===== config.mk =====
export PLATFORM = sky130hd
export DESIGN_NAME = eth_tx_framer
export DESIGN_NICKNAME = d
export VERILOG_FILES = /design/src/rtl/eth_tx_pkg.sv /design/src/rtl/eth_tx_crc.sv /design/src/rtl/eth_tx_seq.sv /design/src/rtl/eth_tx_framer.sv
export SDC_FILE = /design/constraint.sdc
export NUM_CORES = 1
export LEC_CHECK = 0
export ABC_AREA = 1
export BUFFER_PORTS_ARGS = -buffer_cell sky130_fd_sc_hd__buf_2
export CORE_ASPECT_RATIO = 0.75
export CORE_UTILIZATION = 45
export CTS_BUF_LIST = sky130_fd_sc_hd__clkbuf_2
export DETAILED_ROUTE_END_ITERATION = 7
export GPL_TIMING_DRIVEN = 0
export PLACE_DENSITY = 0.67
export SKIP_CTS_REPAIR_TIMING = 1
export SLEW_MARGIN = 20
export SYNTH_ARGS = -nofsm -noshare
export SYNTH_HDL_FRONTEND = slang
export SYNTH_SLANG_ARGS = --single-unit

===== constraint.sdc =====
create_clock -name clk -period 2.1 [get_ports clk]
set_input_delay 0.315 -clock clk [delete_from_list [all_inputs] [get_ports clk]]
set_output_delay 0.315 -clock clk [all_outputs]
set_load 0.02 [all_outputs]

===== src/rtl/eth_tx_pkg.sv =====
package eth_tx_pkg;

  typedef enum logic [1:0] {
    FMT_PASS    = 2'b00,
    FMT_CRC     = 2'b01,
    FMT_PAD     = 2'b10,
    FMT_PAD_ALT = 2'b11
  } fmt_e;

  typedef enum logic [2:0] {
    S_IDLE,
    S_PRE,
    S_SFD,
    S_BODY,
    S_PAD,
    S_FCS,
    S_GAP
  } tx_state_e;

  localparam logic [7:0]  PRE_OCTET = 8'h55;
  localparam logic [7:0]  SFD_OCTET = 8'hD5;
  localparam logic [7:0]  PAD_OCTET = 8'h00;
  localparam logic [31:0] CRC_POLY  = 32'hEDB88320;
  localparam logic [31:0] CRC_SEED  = 32'hFFFFFFFF;

  // One byte of reflected CRC-32, low bit first.
  function automatic logic [31:0] crc32_step(input logic [31:0] c, input logic [7:0] b);
    logic [31:0] r;
    r = c ^ {24'h0, b};
    for (int i = 0; i < 8; i++) begin
      r = r[0] ? ((r >> 1) ^ CRC_POLY) : (r >> 1);
    end
    return r;
  endfunction

  // Check byte number idx (0 goes first) of the inverted CRC.
  function automatic logic [7:0] fcs_octet(input logic [31:0] c, input logic [1:0] idx);
    logic [31:0] f;
    f = ~c;
    return f[8*idx +: 8];
  endfunction

  // Format codes with bit 1 set add padding.
  function automatic logic fmt_pads(input fmt_e m);
    return m[1];
  endfunction

endpackage


===== src/rtl/eth_tx_crc.sv =====
module eth_tx_crc
  import eth_tx_pkg::*;
(
  input  logic        clk,
  input  logic        rst_n,
  input  logic        clr,
  input  logic        en,
  input  logic [7:0]  din,
  output logic [31:0] crc
);

  always_ff @(posedge clk or negedge rst_n) begin
    if (!rst_n)   crc <= CRC_SEED;
    else if (clr) crc <= CRC_SEED;
    else if (en)  crc <= crc32_step(crc, din);
  end

endmodule


===== src/rtl/eth_tx_seq.sv =====
module eth_tx_seq
  import eth_tx_pkg::*;
#(
  parameter int PRE_W       = 4,
  parameter int PRE_DEFAULT = 7,
  parameter int MIN_BODY    = 60,
  parameter int GAP_CYCLES  = 12,
  parameter int CNT_W       = 16
) (
  input  logic             clk,
  input  logic             rst_n,
  input  logic [1:0]       cfg_mode,
  input  logic [PRE_W-1:0] cfg_pre_len,
  input  logic             in_valid,
  input  logic             in_first,
  input  logic             in_last,
  output logic             in_ready,
  output tx_state_e        phase,
  output logic [1:0]       fcs_idx,
  output logic             ev_start,
  output logic             ev_accept,
  output logic             ev_frame_end
);

  localparam int GAP_W = $clog2(GAP_CYCLES + 1);
  localparam logic [GAP_W-1:0] GAP_LOAD  = GAP_W'(GAP_CYCLES);
  localparam logic [CNT_W-1:0] BODY_MIN  = CNT_W'(MIN_BODY);
  localparam logic [CNT_W-1:0] BODY_MAX  = {CNT_W{1'b1}};
  localparam logic [PRE_W-1:0] PRE_DFLT  = PRE_W'(PRE_DEFAULT);

  tx_state_e        state;
  fmt_e             mode_q;
  logic [PRE_W-1:0] pre_cnt;
  logic [CNT_W-1:0] body_cnt;
  logic [1:0]       fcs_cnt;
  logic [GAP_W-1:0] gap_cnt;
  logic [CNT_W-1:0] body_inc;
  tx_state_e        after_body;

  function automatic logic [PRE_W-1:0] eff_pre(input logic [PRE_W-1:0] l);
    return (l == '0) ? PRE_DFLT : l;
  endfunction

  function automatic logic [CNT_W-1:0] sat_inc(input logic [CNT_W-1:0] v);
    return (v == BODY_MAX) ? v : v + CNT_W'(1);
  endfunction

  function automatic logic short_body(input fmt_e m, input logic [CNT_W-1:0] n);
    return fmt_pads(m) && (n < BODY_MIN);
  endfunction

  assign phase        = state;
  assign fcs_idx      = fcs_cnt;
  assign ev_start     = (state == S_IDLE) && in_valid && in_first;
  assign ev_accept    = (state == S_BODY) && in_valid;
  assign in_ready     = (state == S_BODY) || ((state == S_IDLE) && in_valid && !in_first);
  assign body_inc     = sat_inc(body_cnt);
  assign ev_frame_end = (ev_accept && in_last && (mode_q == FMT_PASS)) ||
                        ((state == S_FCS) && (fcs_cnt == 2'd3));

  always_comb begin
    if (mode_q == FMT_PASS)              after_body = S_GAP;
    else if (short_body(mode_q, body_inc)) after_body = S_PAD;
    else                                 after_body = S_FCS;
  end

  always_ff @(posedge clk or negedge rst_n) begin
    if (!rst_n) begin
      state    <= S_IDLE;
      mode_q   <= FMT_PASS;
      pre_cnt  <= '0;
      body_cnt <= '0;
      fcs_cnt  <= '0;
      gap_cnt  <= '0;
    end else begin
      case (state)
        S_IDLE: begin
          if (ev_start) begin
            state   <= S_PRE;
            mode_q  <= fmt_e'(cfg_mode);
            pre_cnt <= eff_pre(cfg_pre_len);
          end
        end
        S_PRE: begin
          if (pre_cnt <= PRE_W'(1)) state <= S_SFD;
          else                      pre_cnt <= pre_cnt - PRE_W'(1);
        end
        S_SFD: begin
          state    <= S_BODY;
          body_cnt <= '0;
        end
        S_BODY: begin
          if (ev_accept) begin
            body_cnt <= body_inc;
            if (in_last) begin
              state   <= after_body;
              fcs_cnt <= '0;
              gap_cnt <= GAP_LOAD;
            end
          end
        end
        S_PAD: begin
          body_cnt <= body_inc;
          if (body_inc >= BODY_MIN) state <= S_FCS;
        end
        S_FCS: begin
          fcs_cnt <= fcs_cnt + 2'd1;
          if (fcs_cnt == 2'd3) state <= S_GAP;
        end
        S_GAP: begin
          if (gap_cnt <= GAP_W'(1)) state <= S_IDLE;
          else                      gap_cnt <= gap_cnt - GAP_W'(1);
        end
        default: state <= S_IDLE;
      endcase
    end
  end

endmodule


===== src/rtl/eth_tx_framer.sv =====
module eth_tx_framer
  import eth_tx_pkg::*;
#(
  parameter int PRE_W       = 4,
  parameter int PRE_DEFAULT = 7,
  parameter int MIN_FRAME   = 64,
  parameter int GAP_CYCLES  = 12,
  parameter int CNT_W       = 16
) (
  input  logic             clk,
  input  logic             rst_n,
  input  logic [1:0]       cfg_mode,
  input  logic [PRE_W-1:0] cfg_pre_len,
  input  logic [7:0]       in_data,
  input  logic             in_valid,
  input  logic             in_first,
  input  logic             in_last,
  output logic             in_ready,
  output logic [7:0]       out_data,
  output logic             out_valid
);

  localparam int MIN_BODY = MIN_FRAME - 4;

  tx_state_e   phase;
  logic [1:0]  fcs_idx;
  logic        ev_start;
  logic        ev_accept;
  logic        ev_frame_end;
  logic        ev_pre;
  logic        ev_pad;
  logic [31:0] crc;
  logic        crc_en;
  logic [7:0]  crc_din;
  logic [7:0]  nxt_data;
  logic        nxt_valid;

  eth_tx_seq #(
    .PRE_W      (PRE_W),
    .PRE_DEFAULT(PRE_DEFAULT),
    .MIN_BODY   (MIN_BODY),
    .GAP_CYCLES (GAP_CYCLES),
    .CNT_W      (CNT_W)
  ) u_seq (
    .clk         (clk),
    .rst_n       (rst_n),
    .cfg_mode    (cfg_mode),
    .cfg_pre_len (cfg_pre_len),
    .in_valid    (in_valid),
    .in_first    (in_first),
    .in_last     (in_last),
    .in_ready    (in_ready),
    .phase       (phase),
    .fcs_idx     (fcs_idx),
    .ev_start    (ev_start),
    .ev_accept   (ev_accept),
    .ev_frame_end(ev_frame_end)
  );

  assign ev_pre  = (phase == S_PRE);
  assign ev_pad  = (phase == S_PAD);
  assign crc_en  = ev_accept || ev_pad;
  assign crc_din = ev_pad ? PAD_OCTET : in_data;

  eth_tx_crc u_crc (
    .clk  (clk),
    .rst_n(rst_n),
    .clr  (ev_start),
    .en   (crc_en),
    .din  (crc_din),
    .crc  (crc)
  );

  always_comb begin
    nxt_valid = 1'b0;
    nxt_data  = 8'h00;
    case (phase)
      S_PRE:  begin nxt_valid = 1'b1;     nxt_data = PRE_OCTET; end
      S_SFD:  begin nxt_valid = 1'b1;     nxt_data = SFD_OCTET; end
      S_BODY: begin nxt_valid = in_valid; nxt_data = in_valid ? in_data : 8'h00; end
      S_PAD:  begin nxt_valid = 1'b1;     nxt_data = PAD_OCTET; end
      S_FCS:  begin nxt_valid = 1'b1;     nxt_data = fcs_octet(crc, fcs_idx); end
      default: ;
    endcase
  end

  always_ff @(posedge clk or negedge rst_n) begin
    if (!rst_n) begin
      out_valid <= 1'b0;
      out_data  <= 8'h00;
    end else begin
      out_valid <= nxt_valid;
      out_data  <= nxt_data;
    end
  end

endmodule


**After elaboration in Yosys (flattened, before gate mapping)**

Index checks and enable logic that the tools add are counted.

- Register bits after elaboration: 72
- Output and inout port bits: 10
- Logic and storage cells: 106
- Input bits: 19

- Bitwise gates (word level): 10
- Reductions and logical operators: 23
- $lt $le $gt $ge: 4
- Add/sub/neg operators: 4
- Equal/unequal tests: 17
- Multiplexer cells: 38
- Shifts and indexed selects: 1

Operators with widths:

| kind | number |
|---|---|
| $mux 32 | 10 |
| $not 13->14 | 8 |
| $pmux 16 s3 | 1 |
| $mux 16 | 2 |
| $not 32->32 | 1 |
| $pmux 8 s4 | 1 |
| $shiftx 32x6->8 | 1 |
| $xor 32x8->32 | 1 |
| $mux 3 | 8 |
| $mux 4 | 6 |
| $pmux 3 s7 | 1 |
| $add 16x1->16 const B | 1 |
| $eq 16x16->1 const B | 1 |
| $ge 16x6->1 const B | 1 |
| $lt 16x6->1 const B | 1 |
| $mux 8 | 2 |
| $pmux 4 s2 | 2 |
| $ne 2x2->1 const B | 6 |
| $eq 3x3->1 const B | 3 |
| $le 4x1->1 const B | 2 |
| $reduce_bool 2->1 | 4 |
| $sub 4x1->4 const B | 2 |
| $reduce_and 7->1 | 1 |
| $eq 3x2->1 const B | 2 |
| 19 further kinds | 29 |

**Longest topological paths before layout**

- Depth in word-level cells: 21
- Mapped depth: 17
- Mapped depth without buffers: 16

**Cells and area by module**

Synthesis repeated with hierarchy kept, for this count alone.

- Cells, all modules: 785
- Area, all modules: 5411.4 sq um

By module, submodules not included:

| module | area each (sq um) | instances | cells an instance |
|---|---|---|---|
| eth_tx_crc | 2484.9 | 1 | 348 |
| eth_tx_seq | 2139.6 | 1 | 301 |
| eth_tx_framer | 787.0 | 1 | 136 |

**Worst setup path before layout**

Ideal clock, no wire load.

- Kind: reg2reg
- From: reg u_seq.body_cnt[0]
- To: reg u_seq.state[0] (netlist: u_seq.phase[0])
- Stages on the path, launching flop included: 15
- Path slack: 0.181 ns
- Buffers on the path: 0
- Arrival: 1.802 ns
- Path through: dfrtp_1 -> ha_1 -> nand3_1 -> inv_1 -> nand2_1 -> nor2_1 -> nand3_1 -> nand2_1 -> nand3_1 -> nor2_1 -> nand3_1 -> nand2_1 -> nor2_1 -> nand2_1 -> nand2_1

- Cells in the longest elaborated chain, start to end: 9

Ends and longest elaborated chain:

| item | line | RTL |
|---|---|---|
| start: declaration | eth_tx_seq.sv:34 | `logic [CNT_W-1:0] body_cnt;` |
| start signal: assignment | eth_tx_seq.sv:94 | `body_cnt <= body_inc;` |
| start signal: assignment | eth_tx_seq.sv:103 | `body_cnt <= body_inc;` |
| $add 16x1->16 or $eq 16x16->1 (tied branches) | eth_tx_seq.sv:45 | `return (v == BODY_MAX) ? v : v + CNT_W'(1);` |
| $mux 16 (*) | eth_tx_seq.sv:45 |  |
| $lt 16x6->1 | eth_tx_seq.sv:49 | `return fmt_pads(m) && (n < BODY_MIN);` |
| $logic_and 1x1->1 | eth_tx_seq.sv:49 |  |
| $mux 1 | eth_tx_seq.sv:63 | `else if (short_body(mode_q, body_inc)) after_body = S_PAD;` |
| $mux 3 | eth_tx_seq.sv:62 | `if (mode_q == FMT_PASS) after_body = S_GAP;` |
| $mux 3 | eth_tx_seq.sv:95 | `if (in_last) begin` |
| $mux 3 | eth_tx_seq.sv:93 | `if (ev_accept) begin` |
| $pmux 3 s7 | eth_tx_seq.sv:76 | `case (state)` |
| end signal: assignment | eth_tx_seq.sv:96 | `state <= after_body;` |
| end: declaration | eth_tx_seq.sv:31 | `tx_state_e state;` |

Mark *: on every way between the ends. The rest lies on a longest branch, timed or not. The select of a mux whose other input is x is not followed.
A chain may end at the register's enable or synchronous reset.

**Worst setup path after layout**

- From: reg u_seq.state[1] (netlist: u_seq.phase[1])
- To: reg u_crc.crc[5]

- Cells in the longest elaborated chain, start to end: 15

Ends and longest elaborated chain:

| item | line | RTL |
|---|---|---|
| $eq 3x3->1 | eth_tx_framer.sv:61 | `assign ev_pad = (phase == S_PAD);` |
| $mux 8 | eth_tx_framer.sv:63 | `assign crc_din = ev_pad ? PAD_OCTET : in_data;` |
| $xor 32x8->32 | eth_tx_pkg.sv:29 | `r = c ^ {24'h0, b};` |
| $mux 32 (4 in a row) | eth_tx_pkg.sv:31 | `r = r[0] ? ((r >> 1) ^ CRC_POLY) : (r >> 1);` |
| $not 13->14 (no source line) | - |  |
| $mux 32 (3 in a row) | eth_tx_pkg.sv:31 |  |
| $not 13->14 (no source line) | - |  |
| $mux 32 | eth_tx_pkg.sv:31 |  |
| $mux 32 | eth_tx_crc.sv:15 | `else if (en) crc <= crc32_step(crc, din);` |
| $mux 32 | eth_tx_crc.sv:14 | `else if (clr) crc <= CRC_SEED;` |
| end signal: assignment | eth_tx_crc.sv:15 |  |
| end: declaration | eth_tx_crc.sv:9 | `output logic [31:0] crc` |

Several ways; a longest one is shown, not always the timed one. The select of a mux whose other input is x is not followed.

==> metrics.yaml <==
outcome: "complete, but fails checks"
violations: "setup timing"
grt_overflow_total: 0
most-common-layout-cells: "170 x nand2_1, 91 x inv_1, 57 x buf_4"
nFillCells: 960
cp.required_ps: 2650
wirelength_mm: 16.3
num_io_pins: 29
insertion_delay_ps: 590
worstMarginPinSlew_ps: 581
fin_ws_ps: -73.5
yosysTopAreaCell: "dfrtp_1"
max_stage_delay_ps: 520
grt_pass1_wl_mm: 22.4
vias_per_cell: 5.55
start_kind: "flop"
synth_edf_count: 0
multiInputGateArea_mm2: 0.00328
rows: 33
gp_congestion: 0.929
htree_levels: 3
fin_util_pct: 62.3
finalCritPeriodShare_pct: 104
hold_class: "in -> reg"
grt_max_degree: 44
yosys_register_bits: 72
clk_pin_slew_ps: 230
die_area_mm2: 0.0118
finalSetupViolCount: 3
crit_arrival_ps: 2730
cts_buffers: 9
syn_nets: 727
diodes: 0
fin_cells: 960
design_area_mm2: 0.00685
grt_usage_pct: 24.9
synth_cell_types: 45
drive_gt1_share_pct: 31.3
final-seq-area_mm2: 0.00185
synth_area_leaders: "dfrtp_1 20%, dfstp_2 16%, nand2_1 14%, inv_1 6.9%, xor2_1 5.1%"
crit_chain: "nor2_4 > nand2_4 > clkbuf_16 > nand2_8 > xor2_4 > buf_12 > nand2_4 > nand2_4 > xor2_1 > a21oi_1 > o21ai_1 > o21ai_1"
root_buffer: "clkbuf_2"
peakVddDrop_mv: 0.782
die_h_um: 94.4
placed_area_mm2: 0.00547
worstReg2RegStart: "u_seq.phase[1]"
synth_top_area_share_pct: 19.5
crit_path_max_fanout: 6
max_slew_margin_pct: 61.1
hold_viol: 0
synth_area_mm2: 0.00512
areaGrowthSynthToFinish_pct: 33.7
firstDrtPassIters: 7
fin_crit_ps: 2170
synthArstFlopShare_pct: 100
grt_pass1_vias: 4407
rsz0062_at_grt: "true"
synthCells: 702
nNetsFinal: 840
tns_ps: -120
max-cap-violations: 0
ant_nets: 0
cp-end-kind: "flop"
hpwl_mm: 10.2
drt_iter0_drc: 522
cts_tree: "yes"
p_per_area_mw_per_mm2: 1770
cts.sinks: 72
num_vias: 5324
p_leak_nw: 3.33
die_w_um: 125
crit_path_top_delay_cell: "dfrtp_2"
ys_warn_count: 0
cpMostUsedCell: "nand2_4"
slew_viol_final: 0
ctsLongestPathBuffers: 2
initial_core_util_pct: 46.6
final_common_cell: "nand2_1"
dp_cells: 871
ys.flop_type: "dfrtp_1"
max_freq_mhz: 460
numPortBuffers: 28
drc: 0
antenna_found_initial: 0
yosysSeqAreaShare_pct: 36.0
synth.avg_cell_area_um2: 7.30
skew_ps: 26.1
crit_start: "u_seq.phase[1]"
core_mm2: 0.0110
critical_path_class: "reg -> reg"
hold_start: "in_data[7]"
wl_per_cell_um: 17.0
==> state kept, by name, indices dropped and copies added, names as in the netlist <==
register	flops
u_seq.fcs_idx	2
out_valid	1
u_crc.crc	32
u_seq.gap_cnt	4
u_seq.body_cnt	16
u_seq.pre_cnt	4
u_seq.phase	3
u_seq.mode_q	2
out_data	8
==> kinds of logic (layout without fill, tap and decap cells) <==
logic type / after synthesis / count (layout) / synth area share, %
AOI/OAI and AO/OA: 122 / 122 / 14.0
xor gates and xnor gates: 51 / 51 / 11.5
DFF: 72 / 72 / 36.0
buffers and inverters: 118 / 236 / 9.14
and+or+nand+nor: 333 / 333 / 27.9
adders and majority gates: 6 / 6 / 1.47
==> worst max-delay path, delay by kind of cell, from the launching register on <==
kind	cells	cell delay, ps
AOI/OAI and AO/OA	3	340
xor gates and xnor gates	2	420
buffers and inverters	2	350
DFF	1	520
and+or+nand+nor	5	510
==> metrics by stage <==
step	setup slack (ps)	hold WS (ps)	power, mW
2_1_floorplan	181	19.4	7.00
3_5_place_dp	-419	291	8.43
3_3_place_gp	-372	461	8.27
5_1_grt	-142	3.29	12.9
4_1_cts	-496	-354	9.52
6_report	-73.5	21.2	12.1
==> metal layers <==
| layer | vias up | wire (µm) | GRT usage [%] | share of wire, % |
|---|---|---|---|---|
| met5 | - | 0 | 0 | 0 |
| met4 | 0 | 331 | 6.71 | 2.0 |
| met3 | 40 | 1370 | 5.89 | 8.4 |
| met2 | 281 | 7330 | 37.7 | 45 |
| met1 | 2533 | 7260 | 35.5 | 45 |
| li1 | 2470 | - | - | - |
==> synthesized netlist by cell type, types with 2 or more instances <==
cell / instances
a211oi_1: 2
a21oi_1: 24
a22o_1: 3
a31oi_1: 3
buf_2: 5
clkbuf_1: 6
dfrtp_1: 40
dfstp_2: 32
ha_1: 6
inv_1: 94
inv_2: 9
nand2_1: 190
nand2_2: 11
nand2_4: 4
nand3_1: 46
nand4_1: 4
nor2_1: 65
nor2_2: 3
nor3_1: 3
o211ai_1: 6
o21ai_0: 39
o21ai_1: 13
o22ai_1: 25
o31ai_1: 2
xnor2_1: 8
xnor2_2: 2
xor2_1: 30
xor2_2: 7
xor2_4: 4
==> power breakdown <==
| part | internal (mW) | total [mW] | switching (mW) | leakage [nW] |
|---|---|---|---|---|
| combinational | 3.48 | 8.42 | 4.93 | 2.40 |
| clock | 0.502 | 1.07 | 0.565 | 0.0870 |
| sequential | 2.12 | 2.61 | 0.490 | 0.849 |
==> worst paths after layout <==
kind | to | slack (ps) | cells after the start
min in group asynchronous | u_seq.body_cnt[0] | 170 | 2
setup reg to reg | u_crc.crc[5] | -70 | 12
hold reg to reg | u_crc.crc[24] | 510 | 2
hold / removal | out_data[7] | 20 | 3
max in group asynchronous | u_crc.crc[12] | 1280 | 3
setup / recovery | u_crc.crc[5] | -70 | 12
==> layout make-up <==
| type | instances | share of cell area, % |
|---|---|---|
| clock buffers | 9 | 0.658 |
| well taps | 140 | 2.56 |
| repair buffers | 101 | 12.5 |
| repair inverters | 1 | 0.110 |
| multi-input cells | 512 | 47.9 |
| flip-flops and latches | 72 | 27.0 |
| plain buffers | 13 | 1.55 |
| clock inverters | 7 | 1.61 |
| inverters | 105 | 6.09 |
No activity file was read; power rests on OpenSTA's default activity.
